$ cat src/rtl/cardmon_pkg.sv
package cardmon_pkg;

   typedef enum logic [2:0] {
      PH_RESET    = 3'd0,
      PH_WAIT_ATR = 3'd1,
      PH_IN_ATR   = 3'd2,
      PH_WAIT_CMD = 3'd3,
      PH_IN_CMD   = 3'd4
   } phase_e;

   localparam int FLAG_W = 2;
   localparam logic [FLAG_W-1:0] FLAG_RST_REL = 2'b01;
   localparam logic [FLAG_W-1:0] FLAG_TMO     = 2'b10;

endpackage

$ cat src/rtl/cardmon_pin_filter.sv
module cardmon_pin_filter #(
   parameter int FILT_LEN = 4
) (
   input  logic clk,
   input  logic rst_n,
   input  logic pin_async,
   output logic lvl,
   output logic rise
);
   logic [1:0] sync_q;
   logic       lvl_q;
   logic       lvl_d_q;

   always_ff @(posedge clk or negedge rst_n) begin
      if (!rst_n) begin
         sync_q  <= 2'b00;
         lvl_d_q <= 1'b0;
      end else begin
         sync_q  <= {sync_q[0], pin_async};
         lvl_d_q <= lvl_q;
      end
   end

   generate
      if (FILT_LEN == 0) begin : g_nofilt
         always_ff @(posedge clk or negedge rst_n) begin
            if (!rst_n) lvl_q <= 1'b0;
            else        lvl_q <= sync_q[1];
         end
      end else begin : g_filt
         localparam int CW = $clog2(FILT_LEN + 1);
         logic [CW-1:0] cnt_q;
         always_ff @(posedge clk or negedge rst_n) begin
            if (!rst_n) begin
               lvl_q <= 1'b0;
               cnt_q <= '0;
            end else if (sync_q[1] == lvl_q) begin
               cnt_q <= '0;
            end else if (cnt_q == CW'(FILT_LEN - 1)) begin
               lvl_q <= sync_q[1];
               cnt_q <= '0;
            end else begin
               cnt_q <= cnt_q + 1'b1;
            end
         end
      end
   endgenerate

   assign lvl  = lvl_q;
   assign rise = lvl_q & ~lvl_d_q;
endmodule

$ cat src/rtl/cardmon_wait_timer.sv
module cardmon_wait_timer #(
   parameter int WT_W = 24
) (
   input  logic            clk,
   input  logic            rst_n,
   input  logic            clear,
   input  logic            load,
   input  logic [WT_W-1:0] load_val,
   input  logic            tick,
   output logic            expire
);
   logic [WT_W-1:0] cnt_q;
   logic            armed_q;

   always_ff @(posedge clk or negedge rst_n) begin
      if (!rst_n) begin
         cnt_q   <= '0;
         armed_q <= 1'b0;
      end else if (clear) begin
         cnt_q   <= '0;
         armed_q <= 1'b0;
      end else if (load) begin
         cnt_q   <= load_val;
         armed_q <= |load_val;
      end else if (armed_q && tick) begin
         cnt_q <= cnt_q - 1'b1;
         if (cnt_q == WT_W'(1)) armed_q <= 1'b0;
      end
   end

   assign expire = armed_q & tick & (cnt_q == WT_W'(1)) & ~load & ~clear;
endmodule

$ cat src/rtl/cardmon_packer.sv
module cardmon_packer
   import cardmon_pkg::*;
#(
   parameter int PKT_BYTES = 64,
   parameter int HDR_BYTES = 4,
   parameter int LOST_W    = 16
) (
   input  logic                           clk,
   input  logic                           rst_n,
   input  logic                           byte_valid,
   input  logic [7:0]                     byte_data,
   input  logic                           buf_avail,
   input  logic                           set_rel,
   input  logic                           expire,
   output logic                           we,
   output logic [$clog2(PKT_BYTES)-1:0]   addr,
   output logic [7:0]                     data,
   output logic                           flush,
   output logic [$clog2(PKT_BYTES+1)-1:0] len,
   output logic [FLAG_W-1:0]              flags,
   output logic [LOST_W-1:0]              lost_cnt
);
   localparam int PAY = PKT_BYTES - HDR_BYTES;
   localparam int AW  = $clog2(PKT_BYTES);
   localparam int LW  = $clog2(PKT_BYTES + 1);
   localparam int FW  = $clog2(PAY + 1);

   logic [FW-1:0]     fill_q;
   logic              have_q;
   logic [FLAG_W-1:0] hdr_q;
   logic              take, drop, full;
   logic [FLAG_W-1:0] new_rel;

   assign take    = byte_valid & (have_q | buf_avail);
   assign drop    = byte_valid & ~have_q & ~buf_avail;
   assign full    = take & (fill_q == FW'(PAY - 1));
   assign new_rel = set_rel ? FLAG_RST_REL : '0;

   always_ff @(posedge clk or negedge rst_n) begin
      if (!rst_n) begin
         we       <= 1'b0;
         addr     <= '0;
         data     <= '0;
         flush    <= 1'b0;
         len      <= '0;
         flags    <= '0;
         fill_q   <= '0;
         have_q   <= 1'b0;
         hdr_q    <= '0;
         lost_cnt <= '0;
      end else begin
         we    <= take;
         flush <= 1'b0;
         if (take) begin
            addr <= AW'(HDR_BYTES + int'(fill_q));
            data <= byte_data;
         end
         if (drop && lost_cnt != '1) lost_cnt <= lost_cnt + 1'b1;
         if (full) begin
            flush  <= 1'b1;
            len    <= LW'(PKT_BYTES);
            flags  <= hdr_q;
            fill_q <= '0;
            have_q <= 1'b0;
            hdr_q  <= new_rel;
         end else if (expire && have_q) begin
            flush  <= 1'b1;
            len    <= LW'(HDR_BYTES + int'(fill_q));
            flags  <= hdr_q | FLAG_TMO;
            fill_q <= '0;
            have_q <= 1'b0;
            hdr_q  <= new_rel;
         end else begin
            if (take) begin
               fill_q <= fill_q + 1'b1;
               have_q <= 1'b1;
            end
            hdr_q <= hdr_q | new_rel;
         end
      end
   end
endmodule

$ cat src/rtl/cardmon_session_ctrl.sv
module cardmon_session_ctrl
   import cardmon_pkg::*;
#(
   parameter int PKT_BYTES = 64,
   parameter int HDR_BYTES = 4,
   parameter int FILT_LEN  = 4,
   parameter int WT_W      = 24,
   parameter int INIT_WT   = 9600,
   parameter int LOST_W    = 16
) (
   input  logic                           clk,
   input  logic                           rst_n,
   input  logic                           card_rst_pin,
   input  logic                           rx_valid,
   input  logic [7:0]                     rx_data,
   input  logic                           etu_tick,
   input  logic                           atr_done,
   input  logic [WT_W-1:0]                atr_wtime,
   input  logic                           buf_avail,
   output logic [2:0]                     phase,
   output logic                           rx_enable,
   output logic                           rx_clear,
   output logic                           ratio_load,
   output logic                           parser_restart,
   output logic                           atr_byte_valid,
   output logic [7:0]                     atr_byte,
   output logic                           pkt_we,
   output logic [$clog2(PKT_BYTES)-1:0]   pkt_addr,
   output logic [7:0]                     pkt_data,
   output logic                           pkt_flush,
   output logic [$clog2(PKT_BYTES+1)-1:0] pkt_len,
   output logic [FLAG_W-1:0]              pkt_flags,
   output logic [LOST_W-1:0]              lost_count
);
   generate
      if (HDR_BYTES < 1 || HDR_BYTES >= PKT_BYTES) begin : g_bad_hdr
         $error("HDR_BYTES must be at least 1 and below PKT_BYTES");
      end
      if (WT_W < 2 || WT_W > 30 || INIT_WT >= (1 << WT_W)) begin : g_bad_wt
         $error("WT_W out of range or too narrow for INIT_WT");
      end
      if (FILT_LEN < 0) begin : g_bad_filt
         $error("FILT_LEN must not be negative");
      end
   endgenerate

   logic            pin_lvl, pin_rise;
   logic            tmr_expire, tmr_load;
   logic [WT_W-1:0] tmr_val;
   phase_e          ph_q;
   logic [1:0]      step_q;
   logic [WT_W-1:0] wt_cur_q;
   logic            in_atr_ph, in_cmd_ph;

   cardmon_pin_filter #(.FILT_LEN(FILT_LEN)) u_pin (
      .clk(clk), .rst_n(rst_n), .pin_async(card_rst_pin),
      .lvl(pin_lvl), .rise(pin_rise)
   );

   assign in_atr_ph = (ph_q == PH_WAIT_ATR) || (ph_q == PH_IN_ATR);
   assign in_cmd_ph = (ph_q == PH_WAIT_CMD) || (ph_q == PH_IN_CMD);

   always_ff @(posedge clk or negedge rst_n) begin
      if (!rst_n) begin
         ph_q     <= PH_RESET;
         step_q   <= 2'd0;
         wt_cur_q <= WT_W'(INIT_WT);
      end else if (!pin_lvl) begin
         ph_q   <= PH_RESET;
         step_q <= 2'd0;
      end else if (pin_rise) begin
         ph_q     <= PH_WAIT_ATR;
         step_q   <= 2'd0;
         wt_cur_q <= WT_W'(INIT_WT);
      end else begin
         if (step_q != 2'd0) step_q <= step_q + 2'd1;
         if (step_q == 2'd3) wt_cur_q <= atr_wtime;
         if (tmr_expire)                  ph_q <= PH_WAIT_CMD;
         else if (rx_valid && in_atr_ph)  ph_q <= PH_IN_ATR;
         else if (rx_valid && in_cmd_ph)  ph_q <= PH_IN_CMD;
         if (atr_done && in_atr_ph) begin
            ph_q   <= PH_WAIT_CMD;
            step_q <= 2'd1;
         end
      end
   end

   assign tmr_load = pin_rise | (pin_lvl & (step_q == 2'd3))
                   | (pin_lvl & rx_valid & (ph_q != PH_RESET));
   assign tmr_val  = pin_rise ? WT_W'(INIT_WT)
                   : (step_q == 2'd3) ? atr_wtime : wt_cur_q;

   cardmon_wait_timer #(.WT_W(WT_W)) u_tmr (
      .clk(clk), .rst_n(rst_n), .clear(~pin_lvl), .load(tmr_load),
      .load_val(tmr_val), .tick(etu_tick), .expire(tmr_expire)
   );

   cardmon_packer #(.PKT_BYTES(PKT_BYTES), .HDR_BYTES(HDR_BYTES), .LOST_W(LOST_W)) u_pack (
      .clk(clk), .rst_n(rst_n), .byte_valid(rx_valid), .byte_data(rx_data),
      .buf_avail(buf_avail), .set_rel(pin_rise), .expire(tmr_expire),
      .we(pkt_we), .addr(pkt_addr), .data(pkt_data), .flush(pkt_flush),
      .len(pkt_len), .flags(pkt_flags), .lost_cnt(lost_count)
   );

   assign phase          = ph_q;
   assign rx_enable      = (ph_q != PH_RESET) && (step_q != 2'd1) && (step_q != 2'd2);
   assign rx_clear       = (ph_q == PH_RESET) || (step_q == 2'd1);
   assign ratio_load     = (step_q == 2'd2);
   assign parser_restart = pin_rise;
   assign atr_byte_valid = rx_valid & in_atr_ph;
   assign atr_byte       = rx_data;
endmodule

$ cat config.mk
export PLATFORM = sky130hd
export DESIGN_NAME = cardmon_session_ctrl
export DESIGN_NICKNAME = d
export VERILOG_FILES = /design/src/rtl/cardmon_pkg.sv /design/src/rtl/cardmon_pin_filter.sv /design/src/rtl/cardmon_wait_timer.sv /design/src/rtl/cardmon_packer.sv /design/src/rtl/cardmon_session_ctrl.sv
export SDC_FILE = /design/constraint.sdc
export NUM_CORES = 1
export LEC_CHECK = 0
export BUFFER_PORTS_ARGS = -buffer_cell sky130_fd_sc_hd__buf_2
export CAP_MARGIN = 40
export CORE_MARGIN = 3
export CORE_UTILIZATION = 60
export DETAILED_ROUTE_END_ITERATION = 10
export PLACE_DENSITY_LB_ADDON = 0.05
export SLEW_MARGIN = 20
export SYNTH_ARGS = -nofsm -noshare
export SYNTH_HDL_FRONTEND = slang
export SYNTH_HIERARCHICAL = 1
export SYNTH_SLANG_ARGS = --single-unit
$ cat constraint.sdc
create_clock -name clk -period 5.1 [get_ports clk]
set_input_delay 0.51 -clock clk [delete_from_list [all_inputs] [get_ports clk]]
set_output_delay 0.51 -clock clk [all_outputs]
set_load 0.01 [all_outputs]
* After elaboration in Yosys (flattened, before gate mapping) *
Index checks and enable logic that the tools add are counted.

cells by class
  equality and inequality tests = 18
  $add $sub $neg = 6
  muxes and demuxes = 36
  bitwise logic cells = 22
  reductions and logical operators = 19

operators by type and width
  operator                 count
  $mux W24                 5
  $eq A24 B1 Y1 const B    1
  $mux W3                  8
  $reduce_or A24 Y1        1
  $sub A24 B1 Y24 const B  1
  $mux W6                  3
  $add A16 B1 Y16 const B  1
  $mux W2                  8
  $ne A16 B16 Y1 const B   1
  $mux W7                  2
  $and A1 B1 Y1            13
  $mux W1                  10
  $eq A3 B2 Y1 const B     3
  $logic_and A1 B1 Y1      8
  $add A3 B6 Y7 const A    1
  $add A6 B1 Y6 const B    1
  $eq A6 B6 Y1 const B     1
  $ne A3 B1 Y1 const B     2
  $ne A6 B5 Y1 const B     1
  $reduce_bool A3 Y1       2
  $not A1 Y1               5
  $eq A2 B2 Y1 const B     2
  $ne A4 B4 Y1 const B     1
  $reduce_and A2 Y1        2
  other kinds (13)         18

storage, ports and cells
  output and inout port bits = 57
  word-level logic and storage cells = 120
  register bits = 111
  input bits = 39

* Logic depth before layout (Yosys ltp) *
  word-level depth = 11
  gate-level depth with buffers = 13
  gate-level depth less buffers = 9

* Modules after synthesis *
The synthesis kept the hierarchy.

modules (own cells, without submodules)
  module                sequential area each (µm²)  instances  cells each  area an instance (µm²)
  cardmon_packer        1226.2                      1          206         2213.4
  cardmon_session_ctrl  730.7                       1          151         1711.6
  cardmon_wait_timer    625.6                       1          182         1606.5
  cardmon_pin_filter    175.2                       1          15          251.5

* Worst setup path after synthesis *
OpenSTA, ideal clock, no wires.

  path type = register -> register
  start = register u_pin.lvl_q (netlist: u_pin/lvl)
  end = register u_pack.flags[0]
  path slack = 2.237 ns
  stages on the path, launching flop included = 13
  data arrival time = 2.738 ns
  setup time = 0.125 ns
  path buffers = 4
  cells stage by stage = dfrtp_1 > nor2b_1 > buf_2 > buf_2 > a21oi_1 > o21ai_0 > clkbuf_1 > nor2_1 > and2_1 > and2_1 > clkbuf_1 > nor2_2 > mux2_2

on the way
  cells in the longest elaborated chain, start to end = 8
  elaborated cells on any way between the ends = 11
  those cells by class = bitwise: 9; reduce/logical: 2

ends and longest elaborated chain
  what                                 RTL line                    RTL
  from (decl)                          cardmon_pin_filter.sv:11    logic lvl_q;
  from (signal assigned)               cardmon_pin_filter.sv:40    lvl_q <= sync_q[1];
  $and A1 B1 Y1                        cardmon_pin_filter.sv:50    assign rise = lvl_q & ~lvl_d_q;
  net parser_restart                   cardmon_session_ctrl.sv:24  output logic parser_restart,
  $or A1 B1 Y1                         cardmon_session_ctrl.sv:88  assign tmr_load = pin_rise | (pin_lvl & (step_q == 2'd3))
  $or A1 B1 Y1                         cardmon_session_ctrl.sv:89  | (pin_lvl & rx_valid & (ph_q != PH_RESET));
  net tmr_load                         cardmon_session_ctrl.sv:48  logic tmr_expire, tmr_load;
  $not A1 Y1                           cardmon_wait_timer.sv:31    assign expire = armed_q & tick & (cnt_q == WT_W'(1)) & ~load & ~clear;
  $and A1 B1 Y1 (2 in a row)           cardmon_wait_timer.sv:31
  net tmr_expire                       cardmon_session_ctrl.sv:48
  $logic_and A1 B1 Y1                  cardmon_packer.sv:66        end else if (expire && have_q) begin
  $reduce_bool A2 Y1 (no source line)  n/a
  to (signal assigned)                 cardmon_packer.sv:62        flags <= hdr_q;
  to (signal assigned)                 cardmon_packer.sv:69        flags <= hdr_q | FLAG_TMO;
  to (decl)                            cardmon_packer.sv:20        output logic [FLAG_W-1:0] flags,

The timed path passes the listed nets, and every way through them passes these cells.
A chain may end at the register's enable or synchronous reset.

* Final worst setup path *
  start = register step_q[0]
  end = register u_pack.flags[0]

on the way
  cells in the longest elaborated chain, start to end = 9

ends and longest elaborated chain
  what                                 RTL line                    RTL
  from (decl)                          cardmon_session_ctrl.sv:51  logic [1:0] step_q;
  from (signal assigned)               cardmon_session_ctrl.sv:76  if (step_q != 2'd0) step_q <= step_q + 2'd1;
  $eq A2 B2 Y1                         cardmon_session_ctrl.sv:88
  $and A1 B1 Y1                        cardmon_session_ctrl.sv:88
  $or A1 B1 Y1                         cardmon_session_ctrl.sv:88
  $or A1 B1 Y1                         cardmon_session_ctrl.sv:89
  net tmr_load                         cardmon_session_ctrl.sv:48
  $not A1 Y1                           cardmon_wait_timer.sv:31
  $and A1 B1 Y1 (2 in a row)           cardmon_wait_timer.sv:31
  net tmr_expire                       cardmon_session_ctrl.sv:48
  $logic_and A1 B1 Y1                  cardmon_packer.sv:66
  $reduce_bool A2 Y1 (no source line)  n/a

The timed path passes the listed nets, and every way through them passes these cells.

==> impl_metrics.csv <==
group,metric,value,unit
outcome,status,"completed",
die,dieWidth,104,microns
cts,clkTransAtPathRegs,0.10,ns
global_routing,grt_pass1_wl,20400,microns
power,power.leakage,3.06,nW
yosys,syn_area_per_cell,10.4,sq um
layout,drive_gt1_share,27.1,%
critical_path,required,5.35,ns
placed_design,io_buffers,95,
placed_design,post-dp-hpwl,8810,microns
route,drtIter0Drc,303,
critical_path,slowest_delay,0.44,ns
power,vdd.ir_drop.worst,0.249,mV
placed_design,place_congestion,0.918,
die,die_y,104,microns
cts,cts_tree,"done",
global_routing,grt_pass1_vias,4199,
yosys,synth_edf_count,0,
critical_path,crit_family,"simple AND/OR/NAND/NOR gates",
job,maxCapViolCount,0,
power,total_power,2.86,mW
power,combinationalPowerShare,40.7,%
layout,final.fill_count,740,
sta,min_period,3.05,ns
cts,cts_root_buf,"clkbuf_8",
power,switchingPower,1.14,mW
sta,tightest_slew,0.789,ns
layout,mostFrequentLayoutCell,"dfrtp_1",
sta,final-setup-viol-count,0,
die,die_area,0.0109,sq mm
cts,clock_latency,0.36,ns
layout,multiInputGateArea,0.00278,sq mm
global_routing,antenna_found_initial,0,
sta,final.setup.tns,0,ns
cts,ctsHoldBuffers,1,
cts,post_cts_buffers,0,
worst_hold_path,hold_class,"input port to register",
critical_path,path_cells,"ha_1 -> buf_4 -> a21oi_1 -> o21ai_0 -> buf_4 -> nor2_1 -> and2_1 -> and2_1 -> nor2_2 -> mux2_2",
sta,fmax,328,MHz
cts,clock-sinks,110,
critical_path,arrival,3.30,ns
global_routing,overflow,0,
yosys,synth-seq-area-share,47.7,%
cts,cts_resized,0,
sta,hold_viol,0,
yosys,yosys.area_share.simple,20.8,%
sta,fin_skew,0.0159,ns
layout,regArea,0.00276,sq mm
sta,fin_crit_sh,59.9,%
route,vias,4508,
layout,diodes,0,
global_routing,groute.usage.overall,22.6,%
yosys,synth_top_family_by_area,"simple AND/OR/NAND/NOR gates",
route,drc,0,
sta,drv_slew,0,
yosys,async_flop_share,100,%
yosys,synth_cells,554,
power,clkPwrFrac,16.7,%
yosys,yosysUniqueCellTypes,75,
cts,cts_max_level,3,
route,drtPass1Iterations,5,
critical_path,start_kind,"register",
sta,rsz0062_at_grt,"false",
route,avgViaCountPerCell,5.85,
layout,syn_to_final_growth,12.9,%
sta,slew_headroom,47.3,%
yosys,yosysWarnings,6,
power,power.density,438,mW/mm^2
route,routed_wirelength,12200,microns
critical_path,cp_max_fo,29,
die,rows,35,
yosys,syn-num-nets,604,
die,core,0.00928,sq mm
yosys,synth_compound_area_share,11.2,%
die,initial_core_util,62.3,%
die,ios,96,
power,switching_share,39.8,%
critical_path,crit_type,"register to register",
critical_path,endpoint_kind,"register",
layout,final_nets,686,
yosys,synthAdderAreaFrac,2.38,%
route,ant_nets,0,
yosys,synth_area,0.00578,sq mm
power,p_int,1.72,mW
global_routing,grt_max_degree,61,
cts,cts_buffer_depth,2,
yosys,synth-main-ff-cell,"dfrtp_1",
critical_path,cp_slowest_cell,"dfrtp_1",
route,wl_per_cell,15.9,microns
yosys,ys_ff_latch,110,
critical_path,worst-path-buf-inv,2,
layout,most-common-layout-cells,"dfrtp_1 (106), buf_2 (94), nand2_1 (59), nor2_1 (57), mux2_2 (23)",
power,power_frac_seq,42.7,%
yosys,synth.area.mux_share,9.91,%
cts,cts_made_buffers,9,
critical_path,r2r_slack,2.05,ns
yosys,synth_xor_area_share,3.79,%
==> synthesized netlist by cell type, types with 3 or more instances <==
master       n  area share, %
nor4_2       4           0.87
nand3_1     10           0.87
buf_4        8            1.0
clkbuf_1    13           0.84
and2_1       4           0.43
o2bb2ai_1    3           0.45
nor2b_1      5           0.54
o211ai_1     4           0.52
o31ai_1      6           0.78
ha_1        11            2.4
a22o_1       3           0.45
mux2_4       4            1.0
nor2_1      57            3.7
mux2i_1     22            3.8
mux2_2      23            4.5
a211oi_1     8            1.0
buf_2        7           0.61
or3_1        3           0.32
or2_2        5           0.54
mux2_1       3           0.58
dfrtp_1    106             46
xnor2_1      8            1.2
nand2b_1     4           0.43
inv_1       14           0.91
a21oi_1     12            1.0
nor3_1      17            1.5
or4_1       10            1.3
nand2_1     59            3.8
xor2_1      17            2.6
nand4_1      8           0.87
dfstp_2      4            1.8
nor3b_1      4           0.52
nand4b_1     3           0.45
nor4_1       7           0.76
a211o_1      4           0.61
a311oi_1    10            1.5
o21ai_0     13            1.1
==> worst paths after layout <==
path                                           start                        endpoint  cells past startpoint
setup / recovery               step_q[0]$_DFFE_PN0P_     u_pack/flags[0]$_DFFE_PN0P_                     10
hold / removal                          card_rst_pin       u_pin/sync_q[0]$_DFF_PN0_                      1
setup reg to reg               step_q[0]$_DFFE_PN0P_     u_pack/flags[0]$_DFFE_PN0P_                     10
hold reg to reg            u_pin/sync_q[0]$_DFF_PN0_       u_pin/sync_q[1]$_DFF_PN0_                      0
max in group asynchronous                      rst_n        wt_cur_q[12]$_DFFE_PN0P_                      3
min in group asynchronous                      rst_n  u_pack/lost_cnt[9]$_DFFE_PN0P_                      2
==> routing by layer <==
metal	vias to the layer above	track usage, %	part of all wire, %
met1	2183	32.1	46
met4	0	5.13	1.3
met5	-	0	0
li1	2159	-	-
met2	152	36.3	47
met3	14	4.41	5.3
==> final cells by class <==
| class | instances | share of cell area, % |
|---|---|---|
| sequential | 110 | 42.2 |
| timing repair buffer | 104 | 9.12 |
| clock buffer | 12 | 2.22 |
| tap | 129 | 2.47 |
| clock inverter | 4 | 0.479 |
| inverter | 15 | 0.862 |
| multi-input combinational | 396 | 42.6 |
==> metrics by stage <==
stage               cells  area [sq um]  hold WS [ns]  utilization [%]  setup WS (ns)
global route          770          6530         0.221             70.3           1.79
finish                770          6530         0.249             70.3           2.05
global placement      750          6270         0.335             67.6           2.18
detailed placement    753          6340         0.339             68.3           2.11
CTS                   770          6530         0.237             70.3           2.07
floorplan             554          5780         0.214                -           2.24
==> state kept, by name, summed over array words and instances (netlist names) <==
register / cells
phase: 3
step_q: 2
u_pack/addr: 6
u_pack/data: 8
u_pack/fill_q: 6
u_pack/flags: 2
u_pack/flush: 1
u_pack/have_q: 1
u_pack/hdr_q: 1
u_pack/len: 7
u_pack/lost_cnt: 16
u_pack/we: 1
u_pin/g_filt.cnt_q: 3
u_pin/lvl: 1
u_pin/lvl_d_q: 1
u_pin/sync_q: 2
u_tmr/armed_q: 1
u_tmr/cnt_q: 24
wt_cur_q: 24
==> power by group through the flow <==
stage	Sequential (mW)	Clock [mW]	Combinational, mW
3_5_place_dp	1.23	0	1.14
2_1_floorplan	1.21	0	0.827
6_report	1.22	0.476	1.16
3_3_place_gp	1.22	0	1.09
4_1_cts	1.22	0.492	1.15
5_1_grt	1.24	0.530	1.28
==> cells by family (layout without fill, tap and decap cells) <==
family,Yosys count,after routing
and+or+nand+nor,221,221
DFF,110,110
muxes,52,52
adders and majority gates,11,11
xor gates and xnor gates,25,25
buffers and inverters,48,135
AOI/OAI and AO/OA,87,87
Power figures use the tool's default switching activity.
